[config.mk]
export PLATFORM = sky130hd
export DESIGN_NAME = triVoiceMixer
export DESIGN_NICKNAME = d
export VERILOG_FILES = /design/src/rtl/triVoicePkg.sv /design/src/rtl/triVoiceCtrl.sv /design/src/rtl/triVoiceDivider.sv /design/src/rtl/triVoiceData.sv /design/src/rtl/triVoiceMixer.sv
export SDC_FILE = /design/constraint.sdc
export NUM_CORES = 1
export LEC_CHECK = 0
export BUFFER_PORTS_ARGS = -buffer_cell sky130_fd_sc_hd__buf_2
export CAP_MARGIN = 15
export CORE_MARGIN = 5
export CORE_UTILIZATION = 50
export CTS_CLUSTER_SIZE = 24
export DETAILED_ROUTE_END_ITERATION = 8
export PLACE_DENSITY = 0.76
export SLEW_MARGIN = 20
export SYNTH_ARGS = -nofsm -noshare
export SYNTH_HDL_FRONTEND = slang
export SYNTH_SLANG_ARGS = --single-unit
export TNS_END_PERCENT = 1
[constraint.sdc]
create_clock -name clk -period 3.81 [get_ports clk]
set_input_delay 0.762 -clock clk [delete_from_list [all_inputs] [get_ports clk]]
set_output_delay 0.762 -clock clk [all_outputs]
set_load 0.1 [all_outputs]
[src/rtl/triVoicePkg.sv]
`timescale 1ns/1ps
package triVoicePkg;
  // Strobes from the timing control to the datapath
  typedef struct packed {
    logic toneStep;   // advance every tone divider
    logic noiseStep;  // advance the noise divider
  } stepCtl_t;
endpackage

[src/rtl/triVoiceCtrl.sv]
`timescale 1ns/1ps
module triVoiceCtrl
  import triVoicePkg::*;
#(
  parameter int PRE_DIV     = 8,
  parameter int NOISE_RATIO = 2
) (
  input  logic     clk,
  input  logic     rstN,
  input  logic     tickEn,
  output stepCtl_t stepCtl
);
  localparam int PRE_W = (PRE_DIV > 1) ? $clog2(PRE_DIV) : 1;
  localparam int RAT_W = (NOISE_RATIO > 1) ? $clog2(NOISE_RATIO) : 1;

  logic [PRE_W-1:0] preCnt;
  logic [RAT_W-1:0] ratCnt;
  logic             preWrap;
  logic             ratWrap;

  assign preWrap = (preCnt == PRE_W'(PRE_DIV - 1));
  assign ratWrap = (ratCnt == RAT_W'(NOISE_RATIO - 1));

  always_comb begin
    stepCtl.toneStep  = tickEn && preWrap;
    stepCtl.noiseStep = tickEn && preWrap && ratWrap;
  end

  always_ff @(posedge clk or negedge rstN) begin
    if (!rstN) begin
      preCnt <= '0;
      ratCnt <= '0;
    end else if (tickEn) begin
      preCnt <= preWrap ? '0 : preCnt + PRE_W'(1);
      if (preWrap) begin
        ratCnt <= ratWrap ? '0 : ratCnt + RAT_W'(1);
      end
    end
  end
endmodule

[src/rtl/triVoiceDivider.sv]
`timescale 1ns/1ps
module triVoiceDivider #(
  parameter int PER_W = 12
) (
  input  logic             clk,
  input  logic             rstN,
  input  logic             step,
  input  logic [PER_W-1:0] period,
  output logic             hit
);
  logic [PER_W-1:0] cnt;
  logic [PER_W-1:0] effPer;
  logic [PER_W:0]   cntInc;
  logic             wrap;

  assign effPer = (period == '0) ? PER_W'(1) : period;
  assign cntInc = {1'b0, cnt} + (PER_W + 1)'(1);
  // ">=" so a period lowered under the count wraps at once
  assign wrap   = (cntInc >= {1'b0, effPer});
  assign hit    = step && wrap;

  always_ff @(posedge clk or negedge rstN) begin
    if (!rstN) begin
      cnt <= '0;
    end else if (step) begin
      cnt <= wrap ? '0 : cntInc[PER_W-1:0];
    end
  end
endmodule

[src/rtl/triVoiceData.sv]
`timescale 1ns/1ps
module triVoiceData
  import triVoicePkg::*;
#(
  parameter int NUM_CH  = 3,
  parameter int TONE_W  = 12,
  parameter int NOISE_W = 5,
  parameter int AMP_W   = 4,
  parameter int SR_W    = 17,
  parameter int SR_TAP  = 3,
  parameter int SR_SEED = 1
) (
  input  logic                                clk,
  input  logic                                rstN,
  input  stepCtl_t                            stepCtl,
  input  logic [NUM_CH-1:0][TONE_W-1:0]       tonePeriod,
  input  logic [NOISE_W-1:0]                  noisePeriod,
  input  logic [2*NUM_CH-1:0]                 mixMask,
  input  logic [NUM_CH-1:0][AMP_W:0]          ampReg,
  input  logic [AMP_W-1:0]                    envLevel,
  output logic [NUM_CH-1:0]                   toneLvl,
  output logic                                noiseLvl,
  output logic [SR_W-1:0]                     lfsrState,
  output logic [NUM_CH-1:0][AMP_W-1:0]        ampOut
);
  logic [NUM_CH-1:0] toneHit;
  logic              noiseHit;

  // Tone dividers, one per voice
  for (genvar ch = 0; ch < NUM_CH; ch++) begin : gTone
    triVoiceDivider #(.PER_W(TONE_W)) u_div (
      .clk    (clk),
      .rstN   (rstN),
      .step   (stepCtl.toneStep),
      .period (tonePeriod[ch]),
      .hit    (toneHit[ch])
    );

    always_ff @(posedge clk or negedge rstN) begin
      if (!rstN)            toneLvl[ch] <= 1'b0;
      else if (toneHit[ch]) toneLvl[ch] <= ~toneLvl[ch];
    end
  end

  // Shared noise source
  triVoiceDivider #(.PER_W(NOISE_W)) u_noiseDiv (
    .clk    (clk),
    .rstN   (rstN),
    .step   (stepCtl.noiseStep),
    .period (noisePeriod),
    .hit    (noiseHit)
  );

  always_ff @(posedge clk or negedge rstN) begin
    if (!rstN) begin
      lfsrState <= SR_W'(SR_SEED);
      noiseLvl  <= 1'b0;
    end else if (noiseHit) begin
      noiseLvl  <= noiseLvl ^ lfsrState[0];
      lfsrState <= {lfsrState[0] ^ lfsrState[SR_TAP], lfsrState[SR_W-1:1]};
    end
  end

  // Mixer and amplitude gate, one per voice
  for (genvar ch = 0; ch < NUM_CH; ch++) begin : gMix
    logic             mixLvl;
    logic [AMP_W-1:0] ampSel;

    always_comb begin
      mixLvl = (toneLvl[ch] | mixMask[ch]) & (noiseLvl | mixMask[NUM_CH + ch]);
      ampSel = ampReg[ch][AMP_W] ? envLevel : ampReg[ch][AMP_W-1:0];
    end

    always_ff @(posedge clk or negedge rstN) begin
      if (!rstN) ampOut[ch] <= '0;
      else       ampOut[ch] <= mixLvl ? ampSel : '0;
    end
  end
endmodule

[src/rtl/triVoiceMixer.sv]
`timescale 1ns/1ps
module triVoiceMixer
  import triVoicePkg::*;
#(
  parameter int NUM_CH      = 3,
  parameter int TONE_W      = 12,
  parameter int NOISE_W     = 5,
  parameter int AMP_W       = 4,
  parameter int SR_W        = 17,
  parameter int PRE_DIV     = 8,
  parameter int NOISE_RATIO = 2
) (
  input  logic                          clk,
  input  logic                          rstN,
  input  logic                          tickEn,
  input  logic [NUM_CH-1:0][TONE_W-1:0] tonePeriod,
  input  logic [NOISE_W-1:0]            noisePeriod,
  input  logic [2*NUM_CH-1:0]           mixMask,
  input  logic [NUM_CH-1:0][AMP_W:0]    ampReg,
  input  logic [AMP_W-1:0]              envLevel,
  output logic [NUM_CH-1:0][AMP_W-1:0]  ampOut
);
  stepCtl_t          stepCtl;
  logic [NUM_CH-1:0] toneLvl;
  logic              noiseLvl;
  logic [SR_W-1:0]   lfsrState;

  triVoiceCtrl #(
    .PRE_DIV     (PRE_DIV),
    .NOISE_RATIO (NOISE_RATIO)
  ) u_ctrl (
    .clk     (clk),
    .rstN    (rstN),
    .tickEn  (tickEn),
    .stepCtl (stepCtl)
  );

  triVoiceData #(
    .NUM_CH  (NUM_CH),
    .TONE_W  (TONE_W),
    .NOISE_W (NOISE_W),
    .AMP_W   (AMP_W),
    .SR_W    (SR_W)
  ) u_data (
    .clk         (clk),
    .rstN        (rstN),
    .stepCtl     (stepCtl),
    .tonePeriod  (tonePeriod),
    .noisePeriod (noisePeriod),
    .mixMask     (mixMask),
    .ampReg      (ampReg),
    .envLevel    (envLevel),
    .toneLvl     (toneLvl),
    .noiseLvl    (noiseLvl),
    .lfsrState   (lfsrState),
    .ampOut      (ampOut)
  );
endmodule

==> results of run 1 <==
## logic make-up after synthesis
group           synth area share, %
simple gates                  15.86
flops                         39.80
compound gates                13.05
fa+ha+maj                     11.98
buf+inv                       5.304
mux                           7.037
xor+xnor                      6.961
## path summary, 6_finish.rpt
| check | cells past startpoint | to | from |
|---|---|---|---|
| setup / recovery | 12 | u_data.gTone[0].u_div.cnt[2] | u_data.gTone[0].u_div.cnt[0] |
| hold / removal | 1 | u_data.toneLvl[2] | u_data.toneLvl[2] |
| setup reg to reg | 12 | u_data.gTone[0].u_div.cnt[2] | u_data.gTone[0].u_div.cnt[0] |
| hold reg to reg | 1 | u_data.toneLvl[2] | u_data.toneLvl[2] |
| max in group asynchronous | 1 | u_data.gTone[1].u_div.cnt[10] | rstN |
| min in group asynchronous | 1 | u_ctrl.preCnt[0] | rstN |
## worst max-delay path: stages (launching register included)
cell and delay, ps:
sky130_fd_sc_hd__dfrtp_1 410, sky130_fd_sc_hd__ha_1 280, sky130_fd_sc_hd__and3_4 250, sky130_fd_sc_hd__nand2_1 60
sky130_fd_sc_hd__nor2_1 130, sky130_fd_sc_hd__xor2_1 200, sky130_fd_sc_hd__ha_1 280, sky130_fd_sc_hd__a21o_1 190
sky130_fd_sc_hd__a21o_1 180, sky130_fd_sc_hd__a31o_4 220, sky130_fd_sc_hd__nor4_2 620, sky130_fd_sc_hd__nand2_1 130
sky130_fd_sc_hd__o21ai_0 160
## layout make-up
cell class | instances | area [um2] | share of cell area [%]
multi-input combinational | 371 | 2694 | 47.78
sequential | 78 | 1953 | 34.64
timing repair buffer | 82 | 417.9 | 7.412
inverter | 49 | 183.9 | 3.262
tap | 133 | 166.4 | 2.952
clock buffer | 12 | 155.1 | 2.752
clock inverter | 3 | 67.56 | 1.198
## registers in the layout (all words and copies together) (netlist names)
signal	cells
u_data.gTone.u_div.cnt	36
u_data.lfsrState	17
u_data.ampOut	12
u_data.u_noiseDiv.cnt	5
u_ctrl.preCnt	3
u_data.toneLvl	3
u_ctrl.ratCnt	1
u_data.noiseLvl	1
## synth_stat cells, drive strengths merged, types with 2 or more instances
cell type  instances  area share [%]
nand3             22             2.2
nor2b              3            0.38
nand2b             4            0.51
a41o               2            0.41
nor3               6            0.71
a31o               4            0.89
nor4              11             1.5
nor2              31             2.4
o211ai             3            0.56
or3                6            0.87
and3               9             1.3
a21oi             14             1.4
a31oi              3            0.69
xor2              17             3.0
dfrtp             77              39
o31ai              2            0.31
a211o              2            0.36
ha                47              12
clkbuf            13            0.99
mux2i             12             2.4
inv               49             3.7
xnor2             22             3.9
a211oi             2            0.31
a21o              10             1.5
mux2              20             4.6
o22ai              4            0.51
buf                5            0.56
or2                3            0.38
nand2             53             4.1
a311oi             2            0.36
o21ai             32             3.3
nand4              8             1.0
a22o              11             2.0
## stage by stage
step | power [mW] | hold WS, ps | utilization, % | std cells
after floorplan | 1.615 | 445.2 | - | 516
after global placement | 1.778 | 465.9 | 55.92 | 713
after detailed placement | 1.821 | 465.6 | 55.92 | 713
after CTS | 2.521 | 480.2 | 58.22 | 728
after global routing | 2.675 | 487.9 | 58.22 | 728
final | 2.498 | 475.7 | 58.22 | 728
## metal layers
layer  up-vias  GRT usage, %
met5         -             0
met4         0         5.681
met3        11         3.197
met2        86         29.47
met1      1823         23.33
li1       1952             -
## power groups by stage
stage / combinational, mW / sequential (mW) / clock [mW]
5_1_grt: 0.842 / 1.08 / 0.749
6_report: 0.739 / 1.07 / 0.694
3_3_place_gp: 0.708 / 1.07 / 0
4_1_cts: 0.749 / 1.06 / 0.709
2_1_floorplan: 0.482 / 1.13 / 0
3_5_place_dp: 0.742 / 1.08 / 0
==> impl_table.tex, run 1 <==
\begin{tabular}{lr}
\hline
Metric & Value \\
\hline
\multicolumn{2}{l}{\textbf{Outcome}} \\
Result of the run & finished clean \\
\multicolumn{2}{l}{\textbf{Setup path}} \\
Kind of launch point of the worst setup path & flip-flop \\
Maximum fanout along the worst path & 9 \\
Arr. time, crit path & 3450 ps \\
Critical path start-end classification & flip-flop to flip-flop \\
Required time of the critical path & 4080 ps \\
Worst Setup End Kind & flip-flop \\
Reg-to-reg setup timing slack & 630 ps \\
\multicolumn{2}{l}{\textbf{Timing}} \\
Final-report hold violation count & 0 \\
Finish-stage setup viols & 0 \\
Tightest Pin Transition & 969.8 ps \\
RSZ-0062 raised after global routing & false \\
Maximum operating frequency & 0.3149 GHz \\
Share of the cycle needed by the critical path after routing & 83.34\% \\
Final-layout setup total negative slack & 0 ps \\
Number of pins with negative max-slew slack in the final report & 0 \\
Max-slew headroom at the worst pin & 35.34\% \\
Final min period & 3175 ps \\
Final setup slack of the worst path & 634.9 ps \\
Worst-case clock skew & 7.321 ps \\
\multicolumn{2}{l}{\textbf{Cells and area}} \\
Area Overhead vs Synth & 14.89\% \\
Fraction of layout instances using a drive strength above 1 & 22.02\% \\
Number of nets in the final layout & 707 \\
Filler Cell Count & 835 \\
Diode count & 0 \\
Non-Filler Cell Area, Final & 0.005638 mm2 \\
Commonest cells after routing, fill and taps aside & sky130\_fd\_sc\_hd\_\_buf\_2, sky130\_fd\_sc\_hd\_\_dfrtp\_1, sky130\_fd\_sc\_hd\_\_nand2\_1 \\
Most common cell after layout, fill and taps aside & sky130\_fd\_sc\_hd\_\_buf\_2 \\
\multicolumn{2}{l}{\textbf{Power and ir drop}} \\
Clock share of power & 27.8\% \\
Internal Pwr Total & 1.644 mW \\
Switch share & 34.21\% \\
Leakage & 2.951 nW \\
Sequential fraction of design power & 42.6\% \\
Switching Power & 854.7 uW \\
Worst IR Drop VDD & 0.1923 mV \\
Cell area power density & 443.2 mW/mm2 \\
Fraction of power consumed by combinational cells & 29.6\% \\
\multicolumn{2}{l}{\textbf{Global routing}} \\
Antenna violations before repair & 0 \\
Number of global-route vias before repair & 3,794 \\
Largest net degree at the start of global routing & 79 \\
Remaining Overflow, GRT & 0 \\
Wire length of the first global-routing pass & 17,010 um \\
Total routing usage reported by global routing & 17.69\% \\
\multicolumn{2}{l}{\textbf{Die}} \\
Count of boundary I/O pins & 81 \\
Floorplan core area & 0.009684 mm2 \\
Die extent in y & 109.1 um \\
Row count & 36 \\
Die Footprint & 0.01190 mm2 \\
Horizontal die dimension & 109.1 um \\
Starting density of the core & 50.67\% \\
\multicolumn{2}{l}{\textbf{Detailed routing}} \\
Routed via count & 3,872 \\
Via density & 5.319 \\
Number of iterations in the first detailed-routing pass & 4 \\
Routed length per placed instance & 13.75 um \\
Total length of routed met3 wires & 522 um \\
Uppermost layer routed & met4 \\
Post-detailed-route count of antenna-violating nets & 0 \\
Met2 WL & 4721 um \\
Total Routed Length & 10,010 um \\
DRC Markers & 0 \\
Met1 Routed Length & 4632 um \\
Initial drt markers & 136 \\
\multicolumn{2}{l}{\textbf{Flow run}} \\
Maximum capacitance violations & 0 \\
\multicolumn{2}{l}{\textbf{CTS}} \\
Total clock sinks & 78 \\
CTS Root Buffer Type & sky130\_fd\_sc\_hd\_\_clkbuf\_8 \\
Clock-pin transition on the worst setup and hold timing paths & 80 ps \\
H-tree level count & 3 \\
Number of gates resized after CTS & 0 \\
Post-CTS Setup Bufs & 0 \\
CTS max path bufs & 2 \\
TritonCTS buffer count & 9 \\
Clk\_lat worst skew & 350 ps \\
CTS Hold Buffers Added & 0 \\
TritonCTS clock tree & built \\
\multicolumn{2}{l}{\textbf{Placed design}} \\
Buffers on Ports & 80 \\
Weighted congestion reported at the end of routability-driven placement & 0.8712 \\
DP Area & 0.005415 mm2 \\
Pre-CTS setup slack & 635.5 ps \\
Sum of net half-perimeters after detailed placement & 7528 um \\
\multicolumn{2}{l}{\textbf{Synth}} \\
FFs w/ async S/R, synth & 100.0\% \\
Post-synth EDFFs & 0 \\
Netlist area before placement & 0.004907 mm2 \\
Post-synthesis sequential area ratio & 39.80\% \\
Number of different library cells in the post-synthesis netlist & 51 \\
Cells after Synth & 516 \\
Ys flop type & sky130\_fd\_sc\_hd\_\_dfrtp\_1 \\
Flops \& latches, synth & 78 \\
Synthesized netlist net count & 632 \\
Synthesized area per cell & 9.510 um2 \\
Syn. warnings & 0 \\
\multicolumn{2}{l}{\textbf{Worst hold path}} \\
Worst min path class & flip-flop to flip-flop \\
\hline
\end{tabular}
(Power assumes the default switching activity.)
==> run 2, diff against run 1 <==
Clock period 3.81 ns to 3 ns, I/O delays scaled along.
==> run 2 against run 1 <==
Against the previous run: power up 25%; hold slack worse by 85 ps; flip-flop and latch count unchanged; clock skew up 6.0 ps; clock-buffer cell count down 3; wire length up 2.6%; cell count up 3.3%; register-to-register slack worse by 590 ps; non-clock buffer count up 22; largest power group unchanged.
==> impl_table.tex, run 2 (synthesis results as in run 1) <==
\begin{tabular}{lr}
\hline
Metric & Value \\
\hline
\multicolumn{2}{l}{\textbf{Timing}} \\
Share of the cycle needed by the critical path after routing & 98.49\% \\
Tightest Pin Transition & 954.9 ps \\
Max-slew headroom at the worst pin & 36.34\% \\
Maximum operating frequency & 0.3385 GHz \\
Minimum hold slack & 391.2 ps \\
Final setup slack of the worst path & 45.43 ps \\
Worst-case clock skew & 13.36 ps \\
Finish-stage setup viols & 0 \\
Final min period & 2955 ps \\
RSZ-0062 raised after global routing & true \\
Final-report hold violation count & 0 \\
Number of pins with negative max-slew slack in the final report & 0 \\
\multicolumn{2}{l}{\textbf{Placed design}} \\
DP Area & 0.005483 mm2 \\
Pre-CTS setup slack & -149.9 ps \\
Buffers on Ports & 80 \\
Weighted congestion reported at the end of routability-driven placement & 0.8567 \\
Sum of net half-perimeters after detailed placement & 7571 um \\
\multicolumn{2}{l}{\textbf{Detailed routing}} \\
Routed via count & 4,002 \\
Number of iterations in the first detailed-routing pass & 6 \\
Post-detailed-route count of antenna-violating nets & 0 \\
Total Routed Length & 10,270 um \\
Via density & 5.322 \\
Initial drt markers & 158 \\
DRC Markers & 0 \\
Routed length per placed instance & 13.66 um \\
\multicolumn{2}{l}{\textbf{Setup path}} \\
Critical path start-end classification & flip-flop to flip-flop \\
Max incr delay on CP & 460 ps \\
Slowest-stage cell, CP & sky130\_fd\_sc\_hd\_\_dfrtp\_1 \\
Arr. time, crit path & 3220 ps \\
Top Family by Delay on Critical Path & simple AND/OR/NAND/NOR gates \\
Kind of launch point of the worst setup path & flip-flop \\
Worst Setup End Kind & flip-flop \\
Maximum fanout along the worst path & 4 \\
Most common cell on crit path & sky130\_fd\_sc\_hd\_\_a21o\_1 \\
Cells along the critical path & ha\_4 -> and3\_4 -> nand2\_1 -> nor2\_1 -> xor2\_1 -> ha\_1 -> a21o\_1 -> a21o\_1 -> a31o\_4 -> or3\_4 -> or2\_4 -> o31ai\_4 \\
Required time of the critical path & 3270 ps \\
CP Buf/Inv Count & 0 \\
\multicolumn{2}{l}{\textbf{Cells and area}} \\
Reg with most FFs & u\_data.gTone.u\_div.cnt \\
Commonest cells after routing, fill and taps aside & sky130\_fd\_sc\_hd\_\_buf\_2, sky130\_fd\_sc\_hd\_\_dfrtp\_1, sky130\_fd\_sc\_hd\_\_nand2\_1 \\
Final Core Density & 61.07\% \\
Area Overhead vs Synth & 20.53\% \\
Number of nets in the final layout & 730 \\
Non-Filler Cell Area, Final & 0.005914 mm2 \\
Biggest regs & u\_data.gTone.u\_div.cnt: 36 flops, u\_data.lfsrState: 17 flops, u\_data.ampOut: 12 flops \\
Fraction of layout instances using a drive strength above 1 & 27.95\% \\
Number of flip-flops under the largest register name & 36 \\
Most common cell after layout, fill and taps aside & sky130\_fd\_sc\_hd\_\_buf\_2 \\
Diode count & 0 \\
\multicolumn{2}{l}{\textbf{CTS}} \\
TritonCTS buffer count & 9 \\
Clock-pin transition on the worst setup and hold timing paths & 90 ps \\
CTS max path bufs & 2 \\
H-tree level count & 3 \\
Total clock sinks & 78 \\
CTS Root Buffer Type & sky130\_fd\_sc\_hd\_\_clkbuf\_8 \\
Clk\_lat worst skew & 350 ps \\
CTS Hold Buffers Added & 0 \\
TritonCTS clock tree & built \\
\multicolumn{2}{l}{\textbf{Die}} \\
Die Footprint & 0.01190 mm2 \\
Starting density of the core & 50.67\% \\
Row count & 36 \\
Floorplan core area & 0.009684 mm2 \\
Count of boundary I/O pins & 81 \\
Die extent in y & 109.1 um \\
Horizontal die dimension & 109.1 um \\
\multicolumn{2}{l}{\textbf{Power and ir drop}} \\
Cell area power density & 529.5 mW/mm2 \\
Leakage & 3.073 nW \\
Overall power consumption & 3.131 mW \\
Worst IR Drop VDD & 0.2347 mV \\
\multicolumn{2}{l}{\textbf{Outcome}} \\
Result of the run & finished clean \\
\multicolumn{2}{l}{\textbf{Global routing}} \\
Remaining Overflow, GRT & 0 \\
Number of global-route vias before repair & 3,779 \\
Total routing usage reported by global routing & 17.11\% \\
Antenna violations before repair & 0 \\
Wire length of the first global-routing pass & 16,420 um \\
Largest net degree at the start of global routing & 79 \\
\multicolumn{2}{l}{\textbf{Worst hold path}} \\
Worst min path class & input port to async pin \\
\multicolumn{2}{l}{\textbf{Flow run}} \\
Maximum capacitance violations & 0 \\
\hline
\end{tabular}
==> run 2: worst register-to-register path, delay by kind of cell, from the launching register on <==
| kind | cells | cell delay [ps] |
|---|---|---|
| AND/OR/NAND/NOR | 5 | 1080 |
| adder cells (fa/ha/maj) | 2 | 440 |
| AO/OA/AOI/OAI | 4 | 710 |
| flip-flops | 1 | 460 |
| XOR/XNOR | 1 | 200 |
==> run 2: repair_timing <==
item / CTS / global route
gates resized for setup: 3 / 26
gates cloned: 0 / 1
endpoints found under the hold margin: 0 / 0
pin swaps: 2 / 14
setup endpoints to repair: 13 / 24
setup buffers: 2 / 11
==> run 2: final timing paths <==
| kind | depth (start not counted) | end | slack [ps] | startpoint |
|---|---|---|---|---|
| max in group asynchronous | 1 | u_data.gTone[1].u_div.cnt[0] | 1930 | rstN |
| max reg2reg | 12 | u_data.gTone[0].u_div.cnt[3] | 50 | u_data.gTone[0].u_div.cnt[1] |
| max | 12 | u_data.gTone[0].u_div.cnt[3] | 50 | u_data.gTone[0].u_div.cnt[1] |
| min | 1 | u_data.gTone[0].u_div.cnt[11] | 390 | rstN |
| min in group clk | 1 | u_data.toneLvl[2] | 480 | u_data.toneLvl[2] |
| min reg2reg | 1 | u_data.toneLvl[2] | 480 | u_data.toneLvl[2] |
==> run 2: layout make-up <==
cell class,count,area (um2)
fillers,797,3770
multi-input cells,372,2839
flip-flops and latches,78,1956
repair buffers,104,590.6
inverters,49,183.9
well taps,133,166.4
clock buffers,9,123.9
clock inverters,7,55.05
==> run 2: power breakdown <==
part / total [mW] / switching [mW] / leakage [nW] / internal (mW)
registers: 1.37 / 0.163 / 1.03 / 1.20
logic: 1.05 / 0.597 / 1.96 / 0.453
clock network: 0.715 / 0.407 / 0.0866 / 0.309
total: 3.13 / 1.17 / 3.07 / 1.96
==> run 2: metrics by stage <==
stage	setup TNS [ps]	instances
after floorplan	0	516
after global placement	0	722
after detailed placement	-415.6	722
after CTS	0	740
after global routing	-462.6	752
final	0	752
==> run 2: metal layers <==
| layer | part of all wire [%] | global-route usage, % |
|---|---|---|
| met1 | 44 | 21.32 |
| met2 | 49 | 29.78 |
| met3 | 5.7 | 3.434 |
| met4 | 1.9 | 5.320 |
| met5 | 0 | 0 |
